<file path="config.mk">
export PLATFORM = sky130hd
export DESIGN_NAME = irq_mask_ctrl
export DESIGN_NICKNAME = d
export VERILOG_FILES = /design/src/rtl/irq_mask_pkg.sv /design/src/rtl/irq_nmi_capture.sv /design/src/rtl/irq_prio_encode.sv /design/src/rtl/irq_mask_ctrl.sv
export SDC_FILE = /design/constraint.sdc
export NUM_CORES = 1
export LEC_CHECK = 0
export ABC_AREA = 1
export BUFFER_PORTS_ARGS = -buffer_cell sky130_fd_sc_hd__buf_2
export CAP_MARGIN = 20
export CORE_UTILIZATION = 35
export DETAILED_ROUTE_END_ITERATION = 16
export GPL_TIMING_DRIVEN = 0
export MAX_ROUTING_LAYER = met4
export PLACE_DENSITY = 0.66
export SYNTH_ARGS = -nofsm -noshare
export SYNTH_HDL_FRONTEND = slang
export SYNTH_SLANG_ARGS = --single-unit
export TNS_END_PERCENT = 50
</file>
<file path="constraint.sdc">
create_clock -name clk -period 1.4 [get_ports clk]
set_input_delay 0.28 -clock clk [delete_from_list [all_inputs] [get_ports clk]]
set_output_delay 0.28 -clock clk [all_outputs]
set_load 0.1 [all_outputs]
</file>
<file path="src/rtl/irq_mask_pkg.sv">
// Package: shared types and helpers for the interrupt priority mask logic.
// Assumes levels are 3 bits with 7 as the non-maskable level.
package irq_mask_pkg;
    typedef logic [2:0] prio_t;

    localparam prio_t NMI_LEVEL = 3'd7;

    // Extract the level bound to source idx from a packed level table.
    function automatic prio_t src_level(input logic [255:0] table_bits, input int idx);
        return table_bits[idx*3 +: 3];
    endfunction
endpackage

</file>
<file path="src/rtl/irq_nmi_capture.sv">
// Rising-edge capture for one non-maskable request line.
// Sets on a low-to-high transition, clears on a qualified acknowledge;
// a new edge in the same cycle as the clear wins. Assumes a synchronous input.
module irq_nmi_capture (
    input  logic clk,
    input  logic rst_n,
    input  logic raw_in,
    input  logic clr,
    output logic held
);
    logic prev_q;

    // Remember last input sample for edge detection.
    always_ff @(posedge clk) begin
        if (!rst_n) prev_q <= 1'b0;
        else        prev_q <= raw_in;
    end

    // Sticky latch: set by rising edge, released by acknowledge.
    always_ff @(posedge clk) begin
        if (!rst_n)                 held <= 1'b0;
        else if (raw_in && !prev_q) held <= 1'b1;
        else if (clr)               held <= 1'b0;
    end
endmodule

</file>
<file path="src/rtl/irq_prio_encode.sv">
// Combinational priority encoder: finds the highest level among active
// sources; on a tie the lowest source index wins. Level 0 means none.
module irq_prio_encode #(
    parameter int              N_SRC     = 8,
    parameter logic [255:0]    SRC_LEVEL = '0,
    localparam int             IDX_W     = (N_SRC > 1) ? $clog2(N_SRC) : 1
) (
    input  logic [N_SRC-1:0]         active,
    output irq_mask_pkg::prio_t      best_lvl,
    output logic [IDX_W-1:0]         best_idx
);
    // Ascending scan with strict compare keeps the lowest index on ties.
    always_comb begin
        best_lvl = '0;
        best_idx = '0;
        for (int i = 0; i < N_SRC; i++) begin
            if (active[i] && (irq_mask_pkg::src_level(SRC_LEVEL, i) > best_lvl)) begin
                best_lvl = irq_mask_pkg::src_level(SRC_LEVEL, i);
                best_idx = IDX_W'(i);
            end
        end
    end
endmodule

</file>
<file path="src/rtl/irq_mask_ctrl.sv">
// Top: seven-level interrupt priority mask logic.
// Level-7 sources go through edge capture; levels 1-6 are used as levels.
// Winning level, vector and source index are registered together; the
// pending flag compares the registered level against the live mask.
// Assumes request lines are synchronous to clk and SRC_LEVEL entries are 1..7.
module irq_mask_ctrl #(
    parameter int           N_SRC     = 8,
    parameter int           VEC_W     = 8,
    parameter logic [VEC_W-1:0] VEC_BASE = 8'd64,
    parameter logic [255:0] SRC_LEVEL = 256'b011111110101100011010001
) (
    input  logic             clk,
    input  logic             rst_n,
    input  logic [N_SRC-1:0] irq_req,
    input  logic [2:0]       sr_mask,
    input  logic             ack,
    input  logic [2:0]       ack_level,
    output logic [2:0]       irq_level,
    output logic             irq_pending,
    output logic [VEC_W-1:0] irq_vector
);
    import irq_mask_pkg::*;

    localparam int IDX_W = (N_SRC > 1) ? $clog2(N_SRC) : 1;

    logic [N_SRC-1:0] active;
    prio_t            enc_lvl;
    logic [IDX_W-1:0] enc_idx;
    prio_t            lvl_q;
    logic [IDX_W-1:0] src_q;
    logic [VEC_W-1:0] vec_q;
    logic             nmi_ack;

    // Acknowledge that releases the latched level-7 source on offer.
    assign nmi_ack = ack && (ack_level == NMI_LEVEL) && (lvl_q == NMI_LEVEL);

    for (genvar g = 0; g < N_SRC; g++) begin : g_src
        if (src_level(SRC_LEVEL, g) == NMI_LEVEL) begin : g_nmi
            irq_nmi_capture u_cap (
                .clk    (clk),
                .rst_n  (rst_n),
                .raw_in (irq_req[g]),
                .clr    (nmi_ack && (src_q == IDX_W'(g))),
                .held   (active[g])
            );
        end else begin : g_lvl
            assign active[g] = irq_req[g];
        end
    end

    irq_prio_encode #(
        .N_SRC     (N_SRC),
        .SRC_LEVEL (SRC_LEVEL)
    ) u_enc (
        .active   (active),
        .best_lvl (enc_lvl),
        .best_idx (enc_idx)
    );

    // Register level, source and vector in one stage so they always match.
    always_ff @(posedge clk) begin
        if (!rst_n) begin
            lvl_q <= '0;
            src_q <= '0;
            vec_q <= '0;
        end else begin
            lvl_q <= enc_lvl;
            src_q <= enc_idx;
            vec_q <= (enc_lvl == '0) ? '0 : VEC_BASE + VEC_W'(enc_idx);
        end
    end

    // Continuous mask comparison; level 7 bypasses the mask.
    always_comb begin
        irq_pending = (lvl_q == NMI_LEVEL) || (lvl_q > sr_mask);
    end

    assign irq_level  = lvl_q;
    assign irq_vector = vec_q;
endmodule

</file>
Word level (Yosys, flattened, before mapping)
Cells that the tools add are included.
Widths: inputs -> output; s select.

word-level totals
  register bits after elaboration = 16
  word-level logic and storage cells = 51
  bits in writable memories = 0
  bits in latches = 0
  output and inout bits = 12
  bits in read-only memories = 0
  bits of input ports = 17
  memories kept = 0

operators by class
  shift-type cells = 0
  div/mod/pow operators = 0
  multipliers = 0
  reduce and logical (&&, ||, !) cells = 16
  eq/ne operators = 3
  multiplexer cells = 17
  magnitude comparators = 8
  add/subtract/negate cells = 1
  bitwise logic cells = 1

operator list
  cell                 number
  $mux 3               11
  $gt 3x3->1 const A   4
  $logic_and 1x1->1    11
  $eq 3x3->1 const B   3
  $gt 2x3->1 const A   3
  $add 7x3->8 const A  1
  $mux 1               4
  $mux 2               2
  $gt 3x3->1           1
  $logic_not 3->1      1
  $reduce_bool 2->1    1
  $reduce_or 2->1      1
  $logic_not 1->1      1
  $logic_or 1x1->1     1
  $not 1->1            1

Longest topological paths before layout
Gate-level depths: netlist of run 1.

  word-level depth = 24
  mapped depth = 9
  depth with buffers taken out = 9

By module
From an unflattened synthesis of run 1, not the netlist that was laid out.

second synthesis, totals
  cells, all modules = 92
  area, all modules = 643.1 µm²

modules (own cells, without submodules)
  module           times used  cells each  seq. area each (µm²)  area each (µm²)
  irq_mask_ctrl    1           51          200.2                 414.1
  irq_prio_encode  1           32          0.0                   160.2
  irq_nmi_capture  1           9           40.0                  68.8

Worst setup path after synthesis of run 1
OpenSTA, ideal clock, no wires.

  path kind = register to output
  from = register lvl_q[2], in the netlist irq_level[2]
  to = output port irq_pending
  required time = 1.120 ns
  data arrival time = 2.132 ns
  path slack = -1.012 ns
  stages on the path, launching flop included = 5
  buffers on the path = 0
  cells stage by stage = dfxtp_1 -> ha_1 -> nand3_1 -> nand2_1 -> nand2_1

between the ends
  word-level cells in the longest chain between the ends = 2
  elaborated cells between the ends (all ways) = 3
  classes of those cells = order compare: 1; eq/ne: 1; reduce/logical: 1

RTL lines
  what                                      RTL line             source
  start: declaration                        irq_mask_ctrl.sv:29  prio_t lvl_q;
  start signal: assignment                  irq_mask_ctrl.sv:67  lvl_q <= enc_lvl;
  $gt 3x3->1 or $eq 3x3->1 (tied branches)  irq_mask_ctrl.sv:75  irq_pending = (lvl_q == NMI_LEVEL) || (lvl_q > sr_mask);
  $logic_or 1x1->1 (*)                      irq_mask_ctrl.sv:75
  end: declaration                          irq_mask_ctrl.sv:19  output logic irq_pending,

Mark *: on every way between the ends. The rest lies on a longest branch, timed or not.

Worst setup path in the final report of run 1
  from = register lvl_q[1], in the netlist irq_level[1]
  to = output port irq_pending

The elaborated chain is that of the path after synthesis.

==> reports/metrics.csv, run 1 <==
stage,metric,value,unit
status,status,finished with violations,
status,failing checks,setup timing,
synth,syn_area_per_cell,7.56,µm²
synth,Mapped Cells,77,
worst_setup_path,Setup crit end kind,primary output,
placement,I/O Buffers,24,
clock_network,Clk Tree Root Cell,clkbuf_4,
worst_hold_path,Min-Delay Path Class,input pin to register,
worst_hold_path,Min-Delay Endpoint,g_src[6].g_nmi.u_cap.prev_q,
worst_setup_path,Setup crit start kind,register,
routing,Wirelength per Cell,9.02,µm
sta,Tcrit/Tclk final,1.20,
cells_and_area,layout cell share with drive strength beyond 1,0.450,
sta,final hold vios,0,
clock_network,CTS tree,built,
synth,"FF+latch count, synth",12,
routing,number of nets still failing antenna checks after routing,0,
synth,asr flop ratio synth,0,
worst_setup_path,Critical Path RT,1.12,ns
worst_setup_path,r2r setup slk,0.27,ns
clock_network,worst skew pair latency,0.26,ns
grt,global-route wire length before repair,1.93,mm
power,Pwr per Cell Area,1210,nW/µm²
worst_setup_path,WS Path Type,register to primary output,
clock_network,CTS Sinks,12,
grt,Tot GR Track Use,0.144,
cells_and_area,Util after Layout,0.564,
synth,Post-synth EDFFs,0,
grt,largest net degree at the start of global routing,9,
placement,routability cong.,0.758,
sta,minimum clock period,1.68,ns
cells_and_area,"most common cell after layout, fill and taps aside",buf_2,
routing,vias,568,
routing,routed vias/inst,4.54,
synth,"Seq/Total Area, Yosys",0.413,
routing,final WL,1.13,mm
sta,unrepaired setup endpoints after global routing,yes,
grt,total grt overflow,0,
job,max cap viols,0,
power,leak pwr,0.000446,µW
sta,final hold slack,0.218,ns
synth,Yosys cell types,20,
synth,Mapped Area,582,µm²
die,CORE AREA,1520,µm²
worst_setup_path,worst r2r src,g_src[6].g_nmi.u_cap.held,
sta,setup ws final,-0.276,ns
cells_and_area,Layout Area Growth over Synthesis,47.7,%
die,Ports,29,
synth,Synth Flop Type,dfxtp_1,
die,total die area,1830,µm²
worst_setup_path,reg2reg path depth,7,
cells_and_area,Nets,130,
sta,Fin Setup TNS,-0.276,ns
clock_network,CTS HTree Levels,1,
sta,final setup fails,1,
sta,max-slew violation count,0,
worst_hold_path,hold wc startpoint,irq_req[6],
routing,drt initial violations,9,
placement,dpl hpwl,952,µm
die,die height,42.8,µm
power,Worst VDD drop,0.615,mV
sta,clock skew,0.00282,ns
routing,Residual DRC,0,
synth,"Warnings, synthesis",0,
cells_and_area,Ant. Diodes,0,
worst_hold_path,Hold Path Stages,3,
worst_setup_path,worst reg2reg endpoint,irq_vector[6],
clock_network,Num CTS Buffers,3,
cells_and_area,most frequent cells in the layout,"buf_2, inv_1, nand2_1",
clock_network,clk slew on worst S/H paths,0.07,ns
worst_setup_path,CP max FO,3,
die,Rows,14,
die,die width,42.8,µm
sta,Highest Clock Rate,0.597,GHz
grt,initial antenna violation count,0,
die,initial core utilization,0.382,
routing,Pre-antenna DRT Iters,4,
clock_network,clk buf depth,2,
worst_setup_path,Worst Path Arrival,1.40,ns
grt,vias in the first global route,520,
-- cell families (layout without fill, tap and decap cells) --
family | Yosys count | after routing | share of synthesized area
buffers and inverters | 18 | 47 | 0.142
DFF | 12 | 12 | 0.413
AOI/OAI and AO/OA | 16 | 16 | 0.144
other | 1 | 4 | 0.00645
adders and majority gates | 3 | 3 | 0.0645
and+or+nand+nor | 27 | 27 | 0.230
-- flip-flops by register name (all words and copies together), names as in the netlist --
signal / count
irq_vector: 4
irq_level: 3
src_q: 3
g_src.g_nmi.u_cap.held: 1
g_src.g_nmi.u_cap.prev_q: 1
-- cell type report --
| type | instances | area, µm² |
|---|---|---|
| Tap cell | 16 | 20.0 |
| Timing Repair Buffer | 25 | 145 |
| Inverter | 14 | 52.6 |
| Clock buffer | 4 | 36.3 |
| Buffer | 4 | 30.0 |
| Sequential cell | 12 | 251 |
| Multi-Input combinational cell | 50 | 324 |
| Fill cell | 149 | 664 |
-- power breakdown --
group	switching, µW	internal [µW]	total, µW
clock network	99.4	158	257
registers	14.6	368	383
logic	292	108	400
-- cells in the mapped netlist (2+ instances only) --
master	instances	area [µm²]
inv_1	13	48.8
nand2_1	13	48.8
dfxtp_1	12	240
a21oi_1	10	50.1
buf_4	4	30.0
ha_1	3	37.5
nand3_1	3	15.0
nor2_2	3	18.8
o21ai_0	3	15.0
nand4_1	2	12.5
nor3_1	2	10.0
-- metal layers --
layer | vias to the layer above | global-route usage | wire length [µm]
li1 | 305 | - | -
met1 | 239 | 0.162 | 471
met2 | 22 | 0.236 | 576
met3 | 2 | 0.0170 | 66
met4 | 0 | 0.0938 | 13
met5 | - | - | 0
-- worst max-delay path by stage --
stage,start,slack [ns],endpoint
6_report,irq_level[1],-0.28,irq_pending
5_1_grt,irq_level[2],-0.35,irq_pending
4_1_cts,irq_level[2],-0.31,irq_pending
3_5_place_dp,sr_mask[2],-0.36,irq_pending
3_3_place_gp,sr_mask[2],-0.34,irq_pending
2_1_floorplan,irq_level[2],-0.1,irq_pending
-- worst max-delay path, stage by stage (launching register included) --
cell	delay, ns
dfxtp_4	0.36
ha_4	0.27
nand2_2	0.05
o21ai_2	0.11
nand2_2	0.11
nand2_8	0.07
buf_12	0.17
-- stage by stage --
step | instances | worst slack, ns | total power (µW) | cell area (µm²)
3_3_place_gp | 120 | -0.339 | 753 | 779
5_1_grt | 125 | -0.352 | 1100 | 860
2_1_floorplan | 80 | -0.0985 | 696 | 639
4_1_cts | 125 | -0.309 | 1040 | 860
6_report | 125 | -0.276 | 1040 | 860
3_5_place_dp | 120 | -0.357 | 759 | 779
-- repair_timing --
action,CTS,global route
cloned,0,0
setup buffers,1,0
setup endpoints to repair,1,1
hold buffers,0,0
pin swaps,4,3
gates resized for setup,8,0
No activity file was read; power rests on OpenSTA's default activity.
==> run 2, diff against run 1 <==
==> constraint.sdc (replaced) <==
create_clock -name clk -period 1.7 [get_ports clk]
set_input_delay 0.34 -clock clk [delete_from_list [all_inputs] [get_ports clk]]
set_output_delay 0.34 -clock clk [all_outputs]
set_load 0.1 [all_outputs]
==> run 2 against run 1 <==
  * The flow still finishes with violations (setup timing)
  * Cell count fell by 0.80%
  * Via count decreased by 1.9%
  * Power is 18% lower
  * Clock skew is 0.0013 ns lower
  * Register-to-register slack improved by 0.31 ns
  * Critical path depth did not move
  * Clock-buffer cell count did not move
  * Sequential share of layout area grew 0.65 points
  * Sequential power is 18% lower
  * Critical path type unchanged
  * Combinational power decreased by 20%
  * Clock power shrank 15%
  * Largest power group unchanged
  * First-iteration DRC count shrank 11%
==> reports/metrics.csv, run 2 (synthesized netlist as in run 1, its figures left out) <==
stage,metric,value,unit,change
cells_and_area,Nets,129,,-0.77%
routing,Pre-antenna DRT Iters,4,,unchanged
die,die height,42.8,µm,unchanged
clock_network,clk buf depth,2,,unchanged
routing,drt initial violations,8,,-1
cells_and_area,multi-input logic area,315,µm²,-2.7%
routing,Wirelength per Cell,9.21,µm,+2.1%
worst_setup_path,Worst path slowest cell,dfxtp_4,,
cells_and_area,"most common cell after layout, fill and taps aside",buf_2,,
power,leak pwr,0.000438,µW,-1.6%
power,Reg power frac,0.369,,about the same
power,Worst VDD drop,0.442,mV,-28%
sta,clock skew,0.00154,ns,-0.00127 ns
clock_network,Num CTS Buffers,3,,unchanged
clock_network,CTS tree,built,,
clock_network,worst skew pair latency,0.26,ns,about the same
power,Net Sw Frac,0.395,,+0.00427
worst_setup_path,Worst Path Arrival,1.38,ns,-0.02 ns
worst_setup_path,CP max FO,3,,unchanged
grt,global-route wire length before repair,1.86,mm,-3.9%
routing,vias,557,,-1.9%
routing,Residual DRC,0,,unchanged
grt,largest net degree at the start of global routing,9,,unchanged
die,die width,42.8,µm,unchanged
power,Power Internal,517,µW,-19%
cells_and_area,layout cell share with drive strength beyond 1,0.444,,-0.00510
die,Rows,14,,unchanged
grt,vias in the first global route,516,,-0.77%
power,sw power,337,µW,-17%
sta,unrepaired setup endpoints after global routing,yes,,
die,CORE AREA,1520,µm²,unchanged
routing,routed vias/inst,4.49,,-1.1%
placement,I/O Buffers,24,,unchanged
sta,final hold vios,0,,unchanged
placement,routability cong.,0.763,,+0.66%
placement,DP Area,752,µm²,-3.5%
placement,dpl hpwl,918,µm,-3.5%
cells_and_area,most frequent cells in the layout,"buf_2, inv_1, nand2_1",,
cells_and_area,max FFs per register,4,,unchanged
die,Ports,29,,unchanged
power,Comb pwr share,0.375,,-0.010
routing,number of nets still failing antenna checks after routing,0,,unchanged
die,total die area,1830,µm²,unchanged
grt,total grt overflow,0,,unchanged
grt,Tot GR Track Use,0.138,,-0.00504
status,failing checks,setup timing,,
worst_hold_path,Min-Delay Path Class,input pin to register,,
clock_network,CTS Sinks,12,,unchanged
sta,minimum clock period,1.72,ns,
sta,Tcrit/Tclk final,1.01,,
routing,final WL,1.14,mm,+1.3%
worst_setup_path,Critical Path RT,1.36,ns,+0.24 ns
clock_network,CTS HTree Levels,1,,unchanged
sta,setup ws final,-0.0163,ns,+0.259 ns
worst_setup_path,"Largest stage delay, worst path",0.36,ns,about the same
clock_network,Clk Tree Root Cell,clkbuf_4,,
cells_and_area,final instance area,841,µm²,-2.2%
sta,final setup fails,1,,unchanged
placement,Place WS,-0.162,ns,+0.196 ns
die,initial core utilization,0.382,,unchanged
worst_setup_path,Setup crit start kind,register,,
worst_setup_path,most frequent CP cell,nand2_2,,
job,max cap viols,0,,unchanged
clock_network,clk slew on worst S/H paths,0.07,ns,about the same
worst_setup_path,WS Path Type,register to primary output,,
power,Pwr per Cell Area,1020,nW/µm²,-16%
sta,Highest Clock Rate,0.583,GHz,
worst_setup_path,CP cell instances,ha_4 > nand2_2 > o21ai_2 > nand2_2 > nand2_4 > buf_12,,
worst_setup_path,Setup crit end kind,primary output,,
cells_and_area,fillers,155,,+4.0%
power,clock power share,0.256,,+0.009
cells_and_area,Ant. Diodes,0,,unchanged
cells_and_area,sequential cell area,251,µm²,unchanged
sta,max-slew violation count,0,,unchanged
cells_and_area,Layout Area Growth over Synthesis,44.5,%,
grt,initial antenna violation count,0,,unchanged
status,status,finished with violations,,
-- run 2: worst paths after layout --
kind | startpoint | end | slack (ns) | cells after the start
worst max-delay path | irq_level[2] | irq_pending | -0.02 | 6
worst min-delay path | irq_req[6] | g_src[6].g_nmi.u_cap.prev_q | 0.27 | 3
worst max register to register | g_src[6].g_nmi.u_cap.held | irq_vector[6] | 0.58 | 7
worst min register to register | g_src[6].g_nmi.u_cap.prev_q | g_src[6].g_nmi.u_cap.held | 0.43 | 1
-- run 2: final cells by class --
cell class              instances  area share
multi-input cells              50       0.375
flip-flops and latches         12       0.299
repair buffers                 24       0.161
inverters                      14      0.0625
clock buffers                   4      0.0432
plain buffers                   4      0.0357
well taps                      16      0.0238
-- run 2: metal layers --
layer  routed length [µm]  global-route usage  vias up
met5                    0                   -        -
met4                    0              0.0938        0
met3                   68              0.0128        0
met2                  606               0.230       20
met1                  468               0.155      236
li1                     -                   -      301
-- run 2: power groups by stage --
stage	clock (µW)	sequential (µW)	combinational, µW
2_1_floorplan	0	415	143
3_3_place_gp	0	319	284
3_5_place_dp	0	320	288
4_1_cts	224	315	310
5_1_grt	238	318	341
6_report	218	315	320
-- run 2: through the flow --
stage | utilization | instances | hold WS (ns) | total power, µW | TNS (ns)
CTS | 0.544 | 124 | 0.266 | 849 | -0.0255
global placement | 0.493 | 120 | 0.418 | 604 | -0.148
global route | 0.552 | 124 | 0.301 | 898 | -0.104
detailed placement | 0.493 | 120 | 0.421 | 608 | -0.162
finish | 0.552 | 124 | 0.275 | 854 | -0.0163
floorplan | - | 80 | 0.408 | 557 | 0
-- run 2: critical path: cells and delay by family (launching register included) --
family,cells,cell delay (ns)
AND/OR/NAND/NOR,3,0.20
flip-flops,1,0.36
adder cells (fa/ha/maj),1,0.28
buffers and inverters,1,0.17
AO/OA/AOI/OAI,1,0.11
-- run 2: timing repair --
item	4_1_cts	5_1_grt
setup buffers	0	0
pin swaps	1	1
setup endpoints to repair	1	1
hold buffers	0	0
resized for setup	7	4
